### config.mk
export PLATFORM = sky130hd
export DESIGN_NAME = mirror_fold
export DESIGN_NICKNAME = d
export VERILOG_FILES = /design/src/rtl/mirror_fold_pkg.sv /design/src/rtl/mirror_fold_step.sv /design/src/rtl/mirror_fold_fsm.sv /design/src/rtl/mirror_fold.sv
export SDC_FILE = /design/constraint.sdc
export NUM_CORES = 1
export LEC_CHECK = 0
export ABC_AREA = 1
export BUFFER_PORTS_ARGS = -buffer_cell sky130_fd_sc_hd__buf_2
export CORE_MARGIN = 2
export CORE_UTILIZATION = 40
export DETAILED_ROUTE_END_ITERATION = 12
export GPL_TIMING_DRIVEN = 1
export PLACE_DENSITY_LB_ADDON = 0.15
export SYNTH_ARGS = -nofsm -noshare
export SYNTH_HDL_FRONTEND = slang
export SYNTH_SLANG_ARGS = --single-unit
### constraint.sdc
create_clock -name clk -period 3.5 [get_ports clk]
set_input_delay 0 -clock clk [delete_from_list [all_inputs] [get_ports clk]]
set_output_delay 0 -clock clk [all_outputs]
set_load 0.03 [all_outputs]
### src/rtl/mirror_fold_pkg.sv
package mirror_fold_pkg;
   typedef enum logic [0:0] {
      FOLD_IDLE = 1'b0,
      FOLD_RUN  = 1'b1
   } fold_state_e;
endpackage

### src/rtl/mirror_fold_step.sv
// One bit position of the fold: strip the scanned bit if set, and credit
// the chunk to the base when the remaining size can still hold it.
module mirror_fold_step #(
   parameter int ADDR_W = 24,
   parameter int IDX_W  = 5
) (
   input  logic [ADDR_W-1:0] addr_w,
   input  logic [ADDR_W:0]   size_w,
   input  logic [ADDR_W-1:0] base_w,
   input  logic [IDX_W-1:0]  idx,
   output logic [ADDR_W-1:0] addr_n,
   output logic [ADDR_W:0]   size_n,
   output logic [ADDR_W-1:0] base_n,
   output logic              fits
);
   logic [ADDR_W-1:0] mask;
   logic              hit;

   for (genvar g = 0; g < ADDR_W; g++) begin : g_dec
      assign mask[g] = (idx == IDX_W'(g));
   end

   assign hit  = |(addr_w & mask);
   assign fits = ({1'b0, addr_w} < size_w);

   always_comb begin
      addr_n = addr_w;
      size_n = size_w;
      base_n = base_w;
      if (hit) begin
         addr_n = addr_w - mask;
         if (size_w > {1'b0, mask}) begin
            size_n = size_w - {1'b0, mask};
            base_n = base_w + mask;
         end
      end
   end
endmodule

### src/rtl/mirror_fold_fsm.sv
module mirror_fold_fsm
   import mirror_fold_pkg::*;
(
   input  logic clk,
   input  logic rst,
   input  logic start,
   input  logic fits,
   input  logic zero_size,
   output logic load,
   output logic step_en,
   output logic finish,
   output logic busy,
   output logic done
);
   fold_state_e state_q;

   assign busy    = (state_q == FOLD_RUN);
   assign load    = (state_q == FOLD_IDLE) && start;
   assign finish  = busy && (fits || zero_size);
   assign step_en = busy && !finish;

   always_ff @(posedge clk) begin
      if (rst) begin
         state_q <= FOLD_IDLE;
         done    <= 1'b0;
      end else begin
         done <= finish;
         if (load)        state_q <= FOLD_RUN;
         else if (finish) state_q <= FOLD_IDLE;
      end
   end

   p_done_pulse_r6: assert property (@(posedge clk) disable iff (rst)
      done |=> !done);
   p_done_idle_r6: assert property (@(posedge clk) disable iff (rst)
      done |-> !busy);
endmodule

### src/rtl/mirror_fold.sv
module mirror_fold #(
   parameter int ADDR_W = 24
) (
   input  logic              clk,
   input  logic              rst,
   input  logic              start,
   input  logic [ADDR_W-1:0] addr,
   input  logic [ADDR_W:0]   size,
   output logic              busy,
   output logic              done,
   output logic [ADDR_W-1:0] result
);
   localparam int IDX_W = $clog2(ADDR_W);
   localparam int LAT_W = $clog2(ADDR_W + 3);
   localparam int MAX_BUSY = ADDR_W + 1;

   if (ADDR_W < 2 || ADDR_W > 30) begin : g_bad_width
      $error("mirror_fold: ADDR_W must be in 2..30");
   end

   logic [ADDR_W-1:0] addr_w, addr_n, base_w, base_n;
   logic [ADDR_W:0]   size_w, size_n, size_q;
   logic [IDX_W-1:0]  idx_q;
   logic [LAT_W-1:0]  lat_q;
   logic              fits, load, step_en, finish;

   mirror_fold_step #(.ADDR_W(ADDR_W), .IDX_W(IDX_W)) u_step (
      .addr_w (addr_w),
      .size_w (size_w),
      .base_w (base_w),
      .idx    (idx_q),
      .addr_n (addr_n),
      .size_n (size_n),
      .base_n (base_n),
      .fits   (fits)
   );

   mirror_fold_fsm u_fsm (
      .clk       (clk),
      .rst       (rst),
      .start     (start),
      .fits      (fits),
      .zero_size (size_w == '0),
      .load      (load),
      .step_en   (step_en),
      .finish    (finish),
      .busy      (busy),
      .done      (done)
   );

   always_ff @(posedge clk) begin
      if (rst) begin
         addr_w <= '0;
         size_w <= '0;
         base_w <= '0;
         size_q <= '0;
         idx_q  <= '0;
         result <= '0;
      end else if (load) begin
         addr_w <= addr;
         size_w <= size;
         size_q <= size;
         base_w <= '0;
         idx_q  <= IDX_W'(ADDR_W - 1);
      end else if (step_en) begin
         addr_w <= addr_n;
         size_w <= size_n;
         base_w <= base_n;
         idx_q  <= idx_q - 1'b1;
      end else if (finish) begin
         result <= (size_w == '0) ? '0 : (base_w + addr_w);
      end
   end

   // cycle counter used only by the latency check below
   always_ff @(posedge clk) begin
      if (rst || load) lat_q <= '0;
      else if (busy)   lat_q <= lat_q + 1'b1;
   end

   p_latency_r5: assert property (@(posedge clk) disable iff (rst)
      busy |-> (lat_q < LAT_W'(MAX_BUSY)));
   p_zero_size_r1: assert property (@(posedge clk) disable iff (rst)
      (done && size_q == '0) |-> (result == '0));
   p_in_range_r9: assert property (@(posedge clk) disable iff (rst)
      (done && size_q != '0) |-> ({1'b0, result} < size_q));
   p_hold_r6: assert property (@(posedge clk) disable iff (rst)
      (!busy && !start) |=> $stable(result));
   p_ignore_start_r7: assert property (@(posedge clk) disable iff (rst)
      busy |=> $stable(size_q));
endmodule

==> impl_summary.md <==
Synthesis
The top cell type's share of synthesized area is 0.186. The number of unique standard cell types used by synthesis is 42. The fraction of registers with async set or reset after synthesis is 0. The synthesized netlist net count is about 2100. The combinational family with the most area after synthesis is simple AND/OR/NAND/NOR gates.

The share of the Yosys chip area taken by registers is 0.186. The share of synthesized cell area in full adder, half adder and majority cells is 0.170. Counting every instance in the synthesized netlist gives around 1800.

Measured against the total synthesized area, the mux share comes to 0.00101. The average footprint of a synthesized cell is 6.04 µm². The number of flops mapped to enable cells by yosys is 0. Synthesis inferred 104 register bits. After synthesis the cells add up to 11200 µm².

For this run, the leading register cell type out of synthesis is dfxtp_1. The xor/xnor cell area share of the yosys netlist is 0.0353. The share of the synthesized area in compound gates (AO/OA/AOI/OAI) is 0.154.

After synthesis, the cell types taking the most area are dfxtp_1, nand2_1, ha_1. Of the total synthesized cell area, the portion taken by AND, OR, NAND and NOR gates is 0.368. dfxtp_1 takes more of the synthesized area than any other cell. The yosys synthesis warning count is 0.

Routing
The total length of routed wires is 40500 µm. The routed wirelength normalized by instance count is 17.3 µm. For this block, the initial DRC count from the detailed router was 638. The number of DRC violations after detailed routing is 0. The number of routed nets with antenna violations is 0.

The average via count per standard cell is 5.24. The count of vias placed by the detailed router is between 10000 and 15000. Before antenna repair, the detailed router went through 5 iterations.

Global route
The first global-routing pass estimated between 60000 and 70000 µm of wire. The number of global-route vias before repair is 11800. After global routing the overflow that remains totals 0. Entering global routing, the biggest net connects 42 pins. The initial antenna violation count came to 0. The aggregate global-route resource usage is 0.275.

Worst setup path
STA classifies the critical path startpoint as a flip-flop. The critical register-to-register path startpoint is idx_q[0]$_SDFFE_PP0P_. The worst endpoint data arrival time is roughly 3.6 ns.

For the worst setup path, the data required time is ~3.8 ns. Of all nets on the critical path, the largest fanout is 5. The endpoint identified for the worst register-to-register timing path is base_w[16]$_SDFFE_PP0P_. By startpoint and endpoint, the worst setup path is classified as reg2reg. The worst setup path is captured at a flip-flop. Setup slack on the worst reg-to-reg path comes out at 0.16 ns. The critical path ends at base_w[16]$_SDFFE_PP0P_.

In this run the worst setup path begins at idx_q[0]$_SDFFE_PP0P_. Counting cells, the worst reg-to-reg path comes to 17.

STA
Across all setup checks in the final design, the least slack found is around 0.16 ns. The number of failing setup endpoints in the final timing report is 0. At the pin with the least slew margin, the transition time is between 0.6 and 0.7 ns. The sum of negative setup slack is 0 ns. For this run, the top clock speed supported by timing is 299 MHz. The post-route clock period utilization is 0.955. The max-slew violation total from the final report is 0. The total count of hold-check failures in the final report was 0. On the final layout, the worst clock skew is 0.0151 ns.

After layout, the minimum clock period comes to 3.34 ns. In this run the tightest slew margin relative to its limit is 0.599.

Place
The wire-length estimate of the detail-placed layout is about 33000 µm. After detailed placement, the design holds a cell count of 2295. The routability congestion estimate from global placement is 0.927. The minimum setup slack after placement is -0.202 ns. Buffers placed on the I/O ports in this run total 77.

Clock tree
Counting every sink on the clock net gives 104. The worst-case clock buffer depth is 2. Counting the buffers created by CTS gives 9. The number of levels in the clock H-tree is 3. The TritonCTS clock tree is yes.

The clock transition at the registers of the reported paths is approximately 0.090 ns. At the later pin of the worst-skew pair, clock insertion delay measures roughly 0.38 ns. The tree is rooted in a clkbuf_16.

Floorplanning
The initial core utilization is 0.404. The die is 171 µm wide. The number of ports placed on the die boundary is ~80. The area of the die is 29300 µm². Measured along the y axis, the die boundary spans 171 µm. The core region is 27600 µm². The number of standard-cell rows in the floorplan is between 60 and 70.

Power and ir drop
In this run the power spent charging and discharging nets is around 4 mW. Of the total power, registers draw 0.216. In this run the power density over the cells is 585 nW/µm².

The internal power consumption is approximately 3.5 mW. Of the total power, the share spent switching nets is 0.531. The fraction of power consumed by the clock network is 0.155. The maximum VDD drop is 0.000396 V.

The share of total power dissipated in combinational logic is 0.629. The leakage power total is 6.60 nW.

Cells and area
The number of nets in the final layout is 2164. 0 antenna diodes ended up in the layout. In the final layout, the share of cells above drive strength 1 is 0.0915.

Relative to the synthesized area, the layout overhead comes to 14.8%. Excluding fillers, the count of instances in the completed layout stands at 2346.

Min path
Along the worst hold path, the cell count comes to 5. The path class of the lowest-slack min-delay path is in2reg.

Flow run
The number of max-cap violations is 0.

Outcome
The flow ran to the end, and the final reports show no timing, DRC or antenna violations.
==> worst min-delay path by stage <==
stage	start	end	slack, ns
CTS	size[15]	size_w[15]$_SDFFE_PP0P_	0.0002
finish	size[14]	size_w[14]$_SDFFE_PP0P_	0.02
global route	size[9]	size_w[9]$_SDFFE_PP0P_	0.03
detailed placement	addr[22]	addr_w[22]$_SDFFE_PP0P_	0.32
floorplan	addr[17]	addr_w[17]$_SDFFE_PP0P_	0.21
global placement	addr[22]	addr_w[22]$_SDFFE_PP0P_	0.31
==> metrics by stage <==
stage	hold slack [ns]	area [µm²]	power, mW	utilization
finish	0.0159	12800	7.51	0.464
global route	0.0338	12800	8.20	0.464
CTS	0.000171	12700	7.46	0.460
detailed placement	0.316	12100	6.24	0.437
global placement	0.311	12100	6.23	0.437
floorplan	0.211	11200	4.88	-
==> registers in the layout (all words and copies together), names as in the netlist <==
register / count
addr_w: 24
base_w: 24
idx_q: 5
result: 24
size_w: 25
u_fsm.busy: 1
u_fsm.done: 1
==> worst max-delay path, stage by stage (launching register included) <==
cell,delay (ns)
dfxtp_1,0.36
inv_1,0.15
ha_1,0.17
inv_1,0.06
nor2_1,0.09
inv_1,0.13
nor2_2,0.32
ha_1,0.37
fa_1,0.27
nand3_1,0.08
nand2_1,0.24
a21boi_2,0.12
buf_4,0.16
o21ai_1,0.29
nand2_1,0.12
nand2_1,0.09
xnor2_1,0.12
a21oi_1,0.08
==> synth_stat cells (10+ instances only) <==
cell type,count
or2_2,11
buf_2,10
xnor2_1,19
a21oi_1,177
nand2_1,535
o21ai_1,18
a21o_1,12
clkbuf_1,17
nor2_1,231
inv_1,191
nand3_1,122
dfxtp_1,104
xor2_1,26
o21ai_0,96
ha_1,145
nor3_1,28
nand4_1,27
==> layout make-up <==
class / count / area (µm²)
clock inverters: 7 / 101
multi-input cells: 1510 / 8220
inverters: 194 / 728
fillers: 3024 / 14800
well taps: 378 / 473
flip-flops and latches: 104 / 2080
repair buffers: 144 / 1010
clock buffers: 9 / 225
==> per-layer routing <==
metal | share of wire | GRT usage | vias to the layer above
met4 | 0.043 | 0.118 | 0
met2 | 0.50 | 0.509 | 357
met3 | 0.044 | 0.0291 | 92
met5 | 0 | 0 | -
met1 | 0.42 | 0.319 | 5543
li1 | - | - | 6296
==> kinds of logic (layout without fill, tap and decap cells) <==
kind of cell / Yosys count / after routing
AOI/OAI and AO/OA: 327 / 327
and+or+nand+nor: 987 / 988
xor gates and xnor gates: 45 / 45
muxes: 1 / 1
buffers and inverters: 236 / 354
adders and majority gates: 149 / 149
DFF: 104 / 104
==> power by group through the flow <==
stage               logic, mW  registers [mW]  clock network (mW)
floorplan                3.29            1.58                   0
global placement         4.58            1.64                   0
detailed placement       4.59            1.65                   0
CTS                      4.65            1.62                1.20
global route             5.32            1.65                1.23
finish                   4.72            1.62                1.17
==> cell usage in the layout, fill, tap and decap left out, drive strengths merged, types with 2 or more instances in the layout <==
| cell type | n |
|---|---|
| buf | 112 |
| or2 | 11 |
| a21boi | 4 |
| nand2 | 540 |
| nor3 | 28 |
| clkbuf | 9 |
| nor4 | 7 |
| fa | 4 |
| a21oi | 177 |
| o21a | 3 |
| clkinv | 2 |
| nand3b | 9 |
| xor2 | 26 |
| a21o | 12 |
| o21bai | 9 |
| nor2 | 238 |
| dlygate4sd3 | 32 |
| ha | 145 |
| nand3 | 124 |
| a31oi | 3 |
| o21ai | 115 |
| nand4 | 27 |
| inv | 199 |
| xnor2 | 19 |
| dfxtp | 104 |
| nor3b | 2 |
| o31ai | 2 |
==> timing repair <==
action | 4_1_cts | 5_1_grt
setup endpoints to repair | 4 | 43
pin swaps | 0 | 2
buffers inserted | 0 | 2
endpoints found under the hold margin | 32 | 0
cloned | 0 | 1
gates resized for setup | 2 | 22
hold buffers | 32 | 0
Power figures use the tool's default switching activity.
